### src/rtl/egrp_pkg.sv
package egrp_pkg;
    localparam int REG_W  = 5;
    localparam int NREG   = 32;
    localparam int SEW_W  = 3;
    localparam int EGS_W  = 4;
    localparam int SPAN_W = 4;
    localparam int LOG_W  = 4;

    typedef enum logic [1:0] {
        ST_IDLE,
        ST_ISSUE,
        ST_FIN,
        ST_FAULT
    } egrp_state_e;
endpackage

### src/rtl/egrp_legal.sv
module egrp_legal
    import egrp_pkg::*;
#(
    parameter int VLEN_LOG = 8,
    parameter int VL_W     = 12
) (
    input  logic [SEW_W-1:0]  sew,
    input  logic [EGS_W-1:0]  egs,
    input  logic [VL_W-1:0]   vl,
    input  logic [VL_W-1:0]   vstart,
    input  logic [REG_W-1:0]  base,
    output logic              illegal,
    output logic              empty,
    output logic [LOG_W-1:0]  egw_log,
    output logic [SPAN_W-1:0] span,
    output logic [VL_W-1:0]   g_first,
    output logic [VL_W-1:0]   g_last
);
    localparam int HI_W = VL_W + 12;

    logic [LOG_W-1:0] egs_log;
    logic [LOG_W-1:0] span_log;
    logic [VL_W-1:0]  egs_mask;
    logic             pair_ok, vl_ok, vs_ok, base_ok, over;
    logic [HI_W-1:0]  last_bit, reg_hi;

    always_comb begin
        egs_log  = (egs == EGS_W'(8)) ? LOG_W'(3) : LOG_W'(2);
        pair_ok  = ((sew == SEW_W'(2)) && ((egs == EGS_W'(4)) || (egs == EGS_W'(8))))
                 || ((sew == SEW_W'(3)) && (egs == EGS_W'(4)));
        egw_log  = {1'b0, sew} + LOG_W'(3) + egs_log;
        egs_mask = VL_W'(egs) - VL_W'(1);
        vl_ok    = (vl & egs_mask) == '0;
        vs_ok    = (vstart & egs_mask) == '0;
        span_log = (egw_log > LOG_W'(VLEN_LOG)) ? (egw_log - LOG_W'(VLEN_LOG)) : '0;
        span     = SPAN_W'(1) << span_log;
        base_ok  = (base & (REG_W'(span) - REG_W'(1))) == '0;
        empty    = vstart >= vl;
        last_bit = (HI_W'(vl) << ({1'b0, sew} + LOG_W'(3))) - HI_W'(1);
        reg_hi   = HI_W'(base) + (last_bit >> VLEN_LOG);
        over     = !empty && (reg_hi > HI_W'(NREG - 1));
        illegal  = !pair_ok || !vl_ok || !vs_ok || !base_ok || over;
        g_first  = vstart >> egs_log;
        g_last   = (vl >> egs_log) - VL_W'(1);
    end
endmodule

### src/rtl/egrp_addr.sv
module egrp_addr
    import egrp_pkg::*;
#(
    parameter int VLEN_LOG = 8,
    parameter int VL_W     = 12
) (
    input  logic [VL_W-1:0]     grp,
    input  logic [LOG_W-1:0]    egw_log,
    input  logic [REG_W-1:0]    base,
    output logic [REG_W-1:0]    reg_idx,
    output logic [VLEN_LOG-1:0] off
);
    localparam int P_W = VL_W + 16;

    logic [P_W-1:0] bitpos;
    logic [P_W-1:0] reg_step;

    always_comb begin
        bitpos   = P_W'(grp) << egw_log;
        reg_step = bitpos >> VLEN_LOG;
        reg_idx  = base + reg_step[REG_W-1:0];
        off      = bitpos[VLEN_LOG-1:0];
    end
endmodule

### src/rtl/egrp_seq.sv
module egrp_seq
    import egrp_pkg::*;
#(
    parameter int VLEN  = 256,
    parameter int VL_W  = 12,
    parameter int OFF_W = $clog2(VLEN)
) (
    input  logic              clk,
    input  logic              rst_n,
    input  logic              start_i,
    input  logic [SEW_W-1:0]  sew_i,
    input  logic [EGS_W-1:0]  egs_i,
    input  logic [VL_W-1:0]   vl_i,
    input  logic [VL_W-1:0]   vstart_i,
    input  logic [REG_W-1:0]  base_i,
    output logic              grp_valid_o,
    output logic [REG_W-1:0]  grp_reg_o,
    output logic [OFF_W-1:0]  grp_off_o,
    output logic [SPAN_W-1:0] grp_span_o,
    output logic              grp_last_o,
    output logic              done_o,
    output logic              illegal_o
);
    egrp_state_e       state_q, state_d;
    logic [VL_W-1:0]   g_q, g_end_q;
    logic [LOG_W-1:0]  egw_log_q;
    logic [REG_W-1:0]  base_q;
    logic [SPAN_W-1:0] span_q;

    logic              c_illegal, c_empty;
    logic [LOG_W-1:0]  c_egw_log;
    logic [SPAN_W-1:0] c_span;
    logic [VL_W-1:0]   c_first, c_last;
    logic [REG_W-1:0]  a_reg;
    logic [OFF_W-1:0]  a_off;
    logic              at_end;

    egrp_legal #(.VLEN_LOG(OFF_W), .VL_W(VL_W)) u_legal (
        .sew     (sew_i),
        .egs     (egs_i),
        .vl      (vl_i),
        .vstart  (vstart_i),
        .base    (base_i),
        .illegal (c_illegal),
        .empty   (c_empty),
        .egw_log (c_egw_log),
        .span    (c_span),
        .g_first (c_first),
        .g_last  (c_last)
    );

    egrp_addr #(.VLEN_LOG(OFF_W), .VL_W(VL_W)) u_addr (
        .grp     (g_q),
        .egw_log (egw_log_q),
        .base    (base_q),
        .reg_idx (a_reg),
        .off     (a_off)
    );

    assign at_end = (g_q == g_end_q);

    always_comb begin
        state_d = state_q;
        unique case (state_q)
            ST_IDLE: begin
                if (start_i) begin
                    if (c_illegal)    state_d = ST_FAULT;
                    else if (c_empty) state_d = ST_FIN;
                    else              state_d = ST_ISSUE;
                end
            end
            ST_ISSUE: if (at_end) state_d = ST_FIN;
            ST_FIN:   state_d = ST_IDLE;
            ST_FAULT: state_d = ST_IDLE;
        endcase
    end

    always_ff @(posedge clk or negedge rst_n) begin
        if (!rst_n) begin
            state_q   <= ST_IDLE;
            g_q       <= '0;
            g_end_q   <= '0;
            egw_log_q <= '0;
            base_q    <= '0;
            span_q    <= '0;
        end else begin
            state_q <= state_d;
            if (state_q == ST_IDLE && start_i) begin
                g_q       <= c_first;
                g_end_q   <= c_last;
                egw_log_q <= c_egw_log;
                base_q    <= base_i;
                span_q    <= c_span;
            end else if (state_q == ST_ISSUE && !at_end) begin
                g_q <= g_q + VL_W'(1);
            end
        end
    end

    always_comb begin
        grp_valid_o = (state_q == ST_ISSUE);
        grp_last_o  = grp_valid_o && at_end;
        grp_reg_o   = grp_valid_o ? a_reg  : '0;
        grp_off_o   = grp_valid_o ? a_off  : '0;
        grp_span_o  = grp_valid_o ? span_q : '0;
        done_o      = (state_q == ST_FIN);
        illegal_o   = (state_q == ST_FAULT);
    end
endmodule

### config.mk
export PLATFORM = sky130hd
export DESIGN_NAME = egrp_seq
export DESIGN_NICKNAME = d
export VERILOG_FILES = /design/src/rtl/egrp_pkg.sv /design/src/rtl/egrp_legal.sv /design/src/rtl/egrp_addr.sv /design/src/rtl/egrp_seq.sv
export SDC_FILE = /design/constraint.sdc
export NUM_CORES = 1
export LEC_CHECK = 0
export BUFFER_PORTS_ARGS = -buffer_cell sky130_fd_sc_hd__buf_2
export CAP_MARGIN = 10
export CORE_UTILIZATION = 50
export CTS_BUF_LIST = sky130_fd_sc_hd__clkbuf_4
export DETAILED_ROUTE_END_ITERATION = 7
export GPL_ROUTABILITY_DRIVEN = 0
export MAX_ROUTING_LAYER = met4
export PLACE_DENSITY = 0.7
export SYNTH_ARGS = -nofsm -noshare
export SYNTH_HDL_FRONTEND = slang
export SYNTH_SLANG_ARGS = --single-unit
### constraint.sdc
create_clock -name clk -period 3.65 [get_ports clk]
set_clock_uncertainty 0.1 [all_clocks]
set_input_delay 0.365 -clock clk [delete_from_list [all_inputs] [get_ports clk]]
set_output_delay 0.365 -clock clk [all_outputs]
set_load 0.05 [all_outputs]
# Word level (Yosys, flattened, before mapping)
# Index checks and enable logic that the tools add are counted.
[totals]
register_bits = 39
in_bits = 39
wordCells = 74
[classes]
add_sub_neg = 10
n_lt_le_gt_ge = 3
n_eq_ne = 10
shift = 5
mux = 12
bitwise = 3
n_reduce_logical = 25
[op_table]
columns = ["op", "n"]
rows = [
  ["12-bit bitwise AND", 2],
  ["24-bit by 5-bit greater-than comparator with 1-bit output, second input constant", 1],
  ["12-bit logical NOT", 2],
  ["12-bit 2-to-1 mux", 2],
  ["12-bit by 4-bit left shift with 24-bit output", 1],
  ["12-bit by 4-bit right shift with 12-bit output", 2],
  ["24-bit by 1-bit subtractor with 24-bit output, second input constant", 1],
  ["5-bit by 16-bit adder with 17-bit output", 1],
  ["12-bit by 4-bit left shift with 13-bit output", 1],
  ["12-bit by 1-bit adder with 12-bit output, second input constant", 1],
  ["12-bit == test", 1],
  ["12-bit greater-or-equal comparator", 1],
  ["12-bit by 1-bit subtractor with 12-bit output, second input constant", 1],
  ["4-bit by 1-bit subtractor with 5-bit output, second input constant", 2],
  ["2-bit 2-to-1 mux", 4],
  ["4-bit 2-to-1 mux", 2],
  ["8-bit 2-to-1 mux", 1],
  ["3-bit by 2-bit == test with 1-bit output, second input constant", 2],
  ["1-bit logical AND", 6],
  ["1-bit logical NOT", 6],
  ["1-bit logical OR", 6],
  ["2-bit case mux with 3 select lines", 1],
  ["5-bit adder", 1],
  ["5-bit bitwise AND", 1],
  ["18 further kinds", 19],
]

# Depth between registers and ports, before layout
[depth]
ltp_word = 15
depth_mapped = 24

# Hierarchy
# A second synthesis with hierarchy kept.
[hier_totals]
hier_cells = 719
hier_area_um2 = 5345.1
[by_module_without_submodules]
columns = ["module", "n_inst", "cells_each", "area_each_um2", "seq_area_each_um2"]
rows = [
  ["egrp_legal", 1, 390, 2671.3, 0.0],
  ["egrp_seq", 1, 237, 2024.4, 975.9],
  ["egrp_addr", 1, 92, 649.4, 0.0],
]

# Worst setup path before layout
# OpenSTA, ideal clock, no wires.
[synth_path]
path_kind = "input port to flip-flop"
startpoint = "input port sew_i[0]"
endpoint = "register state_q[1]"
setup_time_ns = 0.124
arrival_ns = 4.916
t_required_ns = 3.426
slack_ns = -1.490
stages = 21
path_buffers = 3
path_cell_list = "buf_2 > buf_4 > inv_1 > ha_1 > buf_6 > mux2_4 > a2111oi_2 > a311oi_1 > a211oi_4 > xnor2_1 > ha_1 > a21o_1 > a21o_1 > a21o_1 > a21oi_1 > o21ba_2 > a2bb2oi_1 > xnor2_1 > o31ai_1 > a21oi_1 > o31a_1"
[synth_via]
elab_chain_len = 14
word_cells_on_any_way = 28
cone_classes = "add/sub: 6; order compare: 2; eq/ne: 2; shift: 2; mux: 4; bitwise: 1; reduce/logical: 11"
[synth_rtl]
columns = ["element", "line_no", "text"]
rows = [
  ["start: declaration", "egrp_seq.sv:11", "input logic [SEW_W-1:0] sew_i,"],
  ["branches (longest 10 deep; another with 24-bit by 1-bit subtractor with 24-bit output)", "n/a", ""],
  ["1-bit logical OR *", "egrp_legal.sv:42", "illegal = !pair_ok || !vl_ok || !vs_ok || !base_ok || over;"],
  ["2-bit 2-to-1 mux *", "egrp_seq.sv:67", "if (c_illegal) state_d = ST_FAULT;"],
  ["2-bit 2-to-1 mux *", "egrp_seq.sv:66", "if (start_i) begin"],
  ["2-bit case mux with 3 select lines *", "egrp_seq.sv:64", "unique case (state_q)"],
  ["end signal: assignment", "egrp_seq.sv:87", "state_q <= state_d;"],
  ["end: declaration", "egrp_seq.sv:24", "egrp_state_e state_q, state_d;"],
]
# Mark *: on every way between the ends. The select of a mux whose other input is x is not followed.
# A chain may end at the register's enable or synchronous reset.

# Final worst setup path
# Same ends and word-level chain as after synthesis.

==> reports/results.tsv <==
metric	value	unit
finalSetupTns	-0.495	ns
drv_cap	0	
antennaDiodeCount	0	
holdBufCountCts	0	
die_x	102	µm
hold_viol	9	
vias	5323	
grt-ovfl-total	0	
synth-adder-area-share	0.0860	
clkPwrFrac	0.167	
synthArstFlopShare	1.00	
worst_setup_path_start_kind	input port	
layout_common_cells	buf_4, nand2_1, buf_2	
ctsHtreeMaxLevel	2	
nFillCells	855	
ant_nets	0	
tightest_slew	1.03	ns
root_buffer	clkbuf_4	
postSynthCellCount	647	
synth.area.top_cells	dfrtp_1, ha_1, nand2_1, xnor2_1, mux2i_1	
max-slew-margin-rel	0.312	
portBuffers	59	
max-vdd-ir-drop	0.000115	V
dieArea	10400	µm²
worstPathRequired	3.79	ns
ys_warn_count	0	
synth_area	4980	µm²
clock_latency	0.36	ns
synth_top_cell_area_share	0.196	
viasPerCell	5.88	
routed_wirelength	14.8	mm
areaGrowthSynthToFinish	25.3	%
hold_path_class	in2async	
final_common_cell	buf_4	
grt_setup_unrepaired	yes	
yosys.area_share.simple	0.239	
synth_seq_cells	39	
path_clk_slew	0.15	ns
synth_edf_count	0	
dp_hpwl	12.1	mm
synth_fp_nets	719	
core_area	9730	µm²
layout_setup_ws	-0.495	ns
grt_start_max_net_pins	40	
io_pins	60	
cp_max_fo	9	
internal-power	0.000857	W
grt_pass1_wl	24.5	mm
synth_top_area_cell	dfrtp_1	
drc_errors	0	
p_leak	2.86	nW
yosysSeqAreaShare	0.196	
cts_tree	yes	
swShare	0.381	
drive_gt1_frac	0.288	
fmax	241	MHz
whs	-0.0179	ns
nNetsFinal	843	
grt_pass1_vias	5076	
p_switching	0.000527	W
initial_core_util	0.512	
synthMuxAreaShare	0.121	
ys_types	69	
clock-sinks	39	
fp.dieH	102	µm
placed_area	6120	µm²
synth_compound_area_frac	0.216	
period_share	1.14	
synth_top_family_by_area	simple AND/OR/NAND/NOR gates	
status	finished with violations	
num_rows	36	
synth_flop_cell	dfrtp_1	
pwr_density_cell	222	nW/µm²
design_area	6240	µm²
drt_iter0_drc	311	
arrival	4.28	ns
tritoncts.num_buffers	5	
seqPwrFrac	0.312	
period_minus_slack	4.14	ns
firstDrtPassIters	5	
setup_viol	1	
crit_path_end_kind	flip-flop	
drv_slew	0	
path_class	in2reg	
antenna_found_initial	0	
grtUsageTotal	0.310	
power_frac_comb	0.521	
cts_buffer_depth	2	
violations	hold timing, setup timing	
avgRoutedWirePerCell	16.3	µm
synth_xor_area_frac	0.0809	
synth.avg_cell_area	7.69	µm²
## logic make-up (layout without fill, tap and decap cells)
group,count (synthesis),after routing
adder cells (fa/ha/maj),33,33
AO/OA/AOI/OAI,159,159
flip-flops,39,39
XOR/XNOR,46,46
multiplexers,45,45
buffers and inverters,74,199
AND/OR/NAND/NOR,251,251
## routing by layer
metal,up-vias,wire length (µm),GRT usage,part of all wire
met3,31,744,0.0290,0.050
met2,204,6810,0.497,0.46
met4,0,416,0.109,0.028
li1,2586,-,-,-
met1,2502,6800,0.408,0.46
met5,-,0,-,0
## registers in the layout (all words and copies together) (netlist names)
name	flops
span_q	4
state_q	2
g_q	12
egw_log_q	4
g_end_q	12
base_q	5
## synth_stat cells (3+ instances only)
master and n:
o311ai_0 3, buf_2 10, o21a_1 6, inv_1 26, nor2_1 55, a311oi_1 3
or3_1 4, a21o_1 9, o21ai_0 34, xnor2_1 36, nand2b_1 6, a22oi_1 3
mux4_2 11, ha_1 31, nand3_1 18, a21oi_1 29, xor2_1 10, nor2b_1 8
dfrtp_1 39, a211oi_1 6, o211ai_1 5, o31ai_1 4, and3_1 5, a31oi_1 17
nor3b_1 4, o22ai_1 11, nor3_1 12, nand2_1 93, nor4_1 7, clkbuf_1 35
and2_1 13, nand4_1 14, mux2i_1 25, mux2_2 8, or2_2 4
## stage by stage
| step | util | setup slack [ns] | instances | power, W | hold WS, ns |
|---|---|---|---|---|---|
| floorplan | - | -1.02 | 647 | 0.000860 | -0.0306 |
| global placement | 0.629 | -0.704 | 895 | 0.00112 | 0.362 |
| detailed placement | 0.629 | -0.980 | 895 | 0.00115 | 0.364 |
| CTS | 0.636 | -0.501 | 903 | 0.00138 | 0.0263 |
| global route | 0.641 | -0.732 | 905 | 0.00147 | 0.0602 |
| finish | 0.641 | -0.495 | 905 | 0.00138 | -0.0179 |
## path summary, 6_finish.rpt
kind	from	end	slack [ns]	cells past startpoint
hold / removal	rst_n	g_q[9]	-0.02	1
max in group asynchronous	rst_n	egw_log_q[1]	2.82	1
setup / recovery	sew_i[0]	state_q[1]	-0.49	20
hold reg to reg	span_q[1]	span_q[1]	0.40	2
setup reg to reg	g_q[4]	g_q[8]	1.08	11
min in group clk	vstart_i[9]	g_q[7]	0.16	3
## layout make-up
cell class                      instances  area (µm²)  share of cell area
Multi-Input combinational cell        534        3820               0.612
Timing Repair Buffer                  165        1120               0.179
Sequential cell                        39         978               0.157
Tap cell                              133         166              0.0267
Inverter                               26         101              0.0162
Clock buffer                            5        37.5             0.00602
Clock inverter                          3        20.0             0.00321
## power groups by stage
stage	clock [W]	sequential, W	combinational (W)
4_1_cts	0.000233	0.000432	0.000711
6_report	0.000232	0.000432	0.000721
5_1_grt	0.000251	0.000432	0.000787
3_5_place_dp	0	0.000440	0.000707
2_1_floorplan	0	0.000440	0.000419
3_3_place_gp	0	0.000440	0.000681
## critical path, stage by stage
cell and delay, ns:
buf_2 0.11, clkinvlp_4 0.11, ha_4 0.30, buf_4 0.17, mux4_2 0.32, mux2i_1 0.18, o22ai_1 0.16, a211oi_4 0.35
nand2_2 0.11, nor2_1 0.13, xor2_1 0.24, ha_1 0.29, a21o_1 0.19, a21oi_4 0.16, o21ba_4 0.19, a2bb2oi_4 0.19
a31oi_1 0.13, mux2i_1 0.18, nand4_1 0.11, o31a_1 0.31
## what timing repair did
item	4_1_cts	5_1_grt
setup buffers	0	2
gates resized for setup	5	9
endpoints found under the setup margin	2	3
pin swaps	0	1
Note: power is estimated with default switching activity, not from simulation.
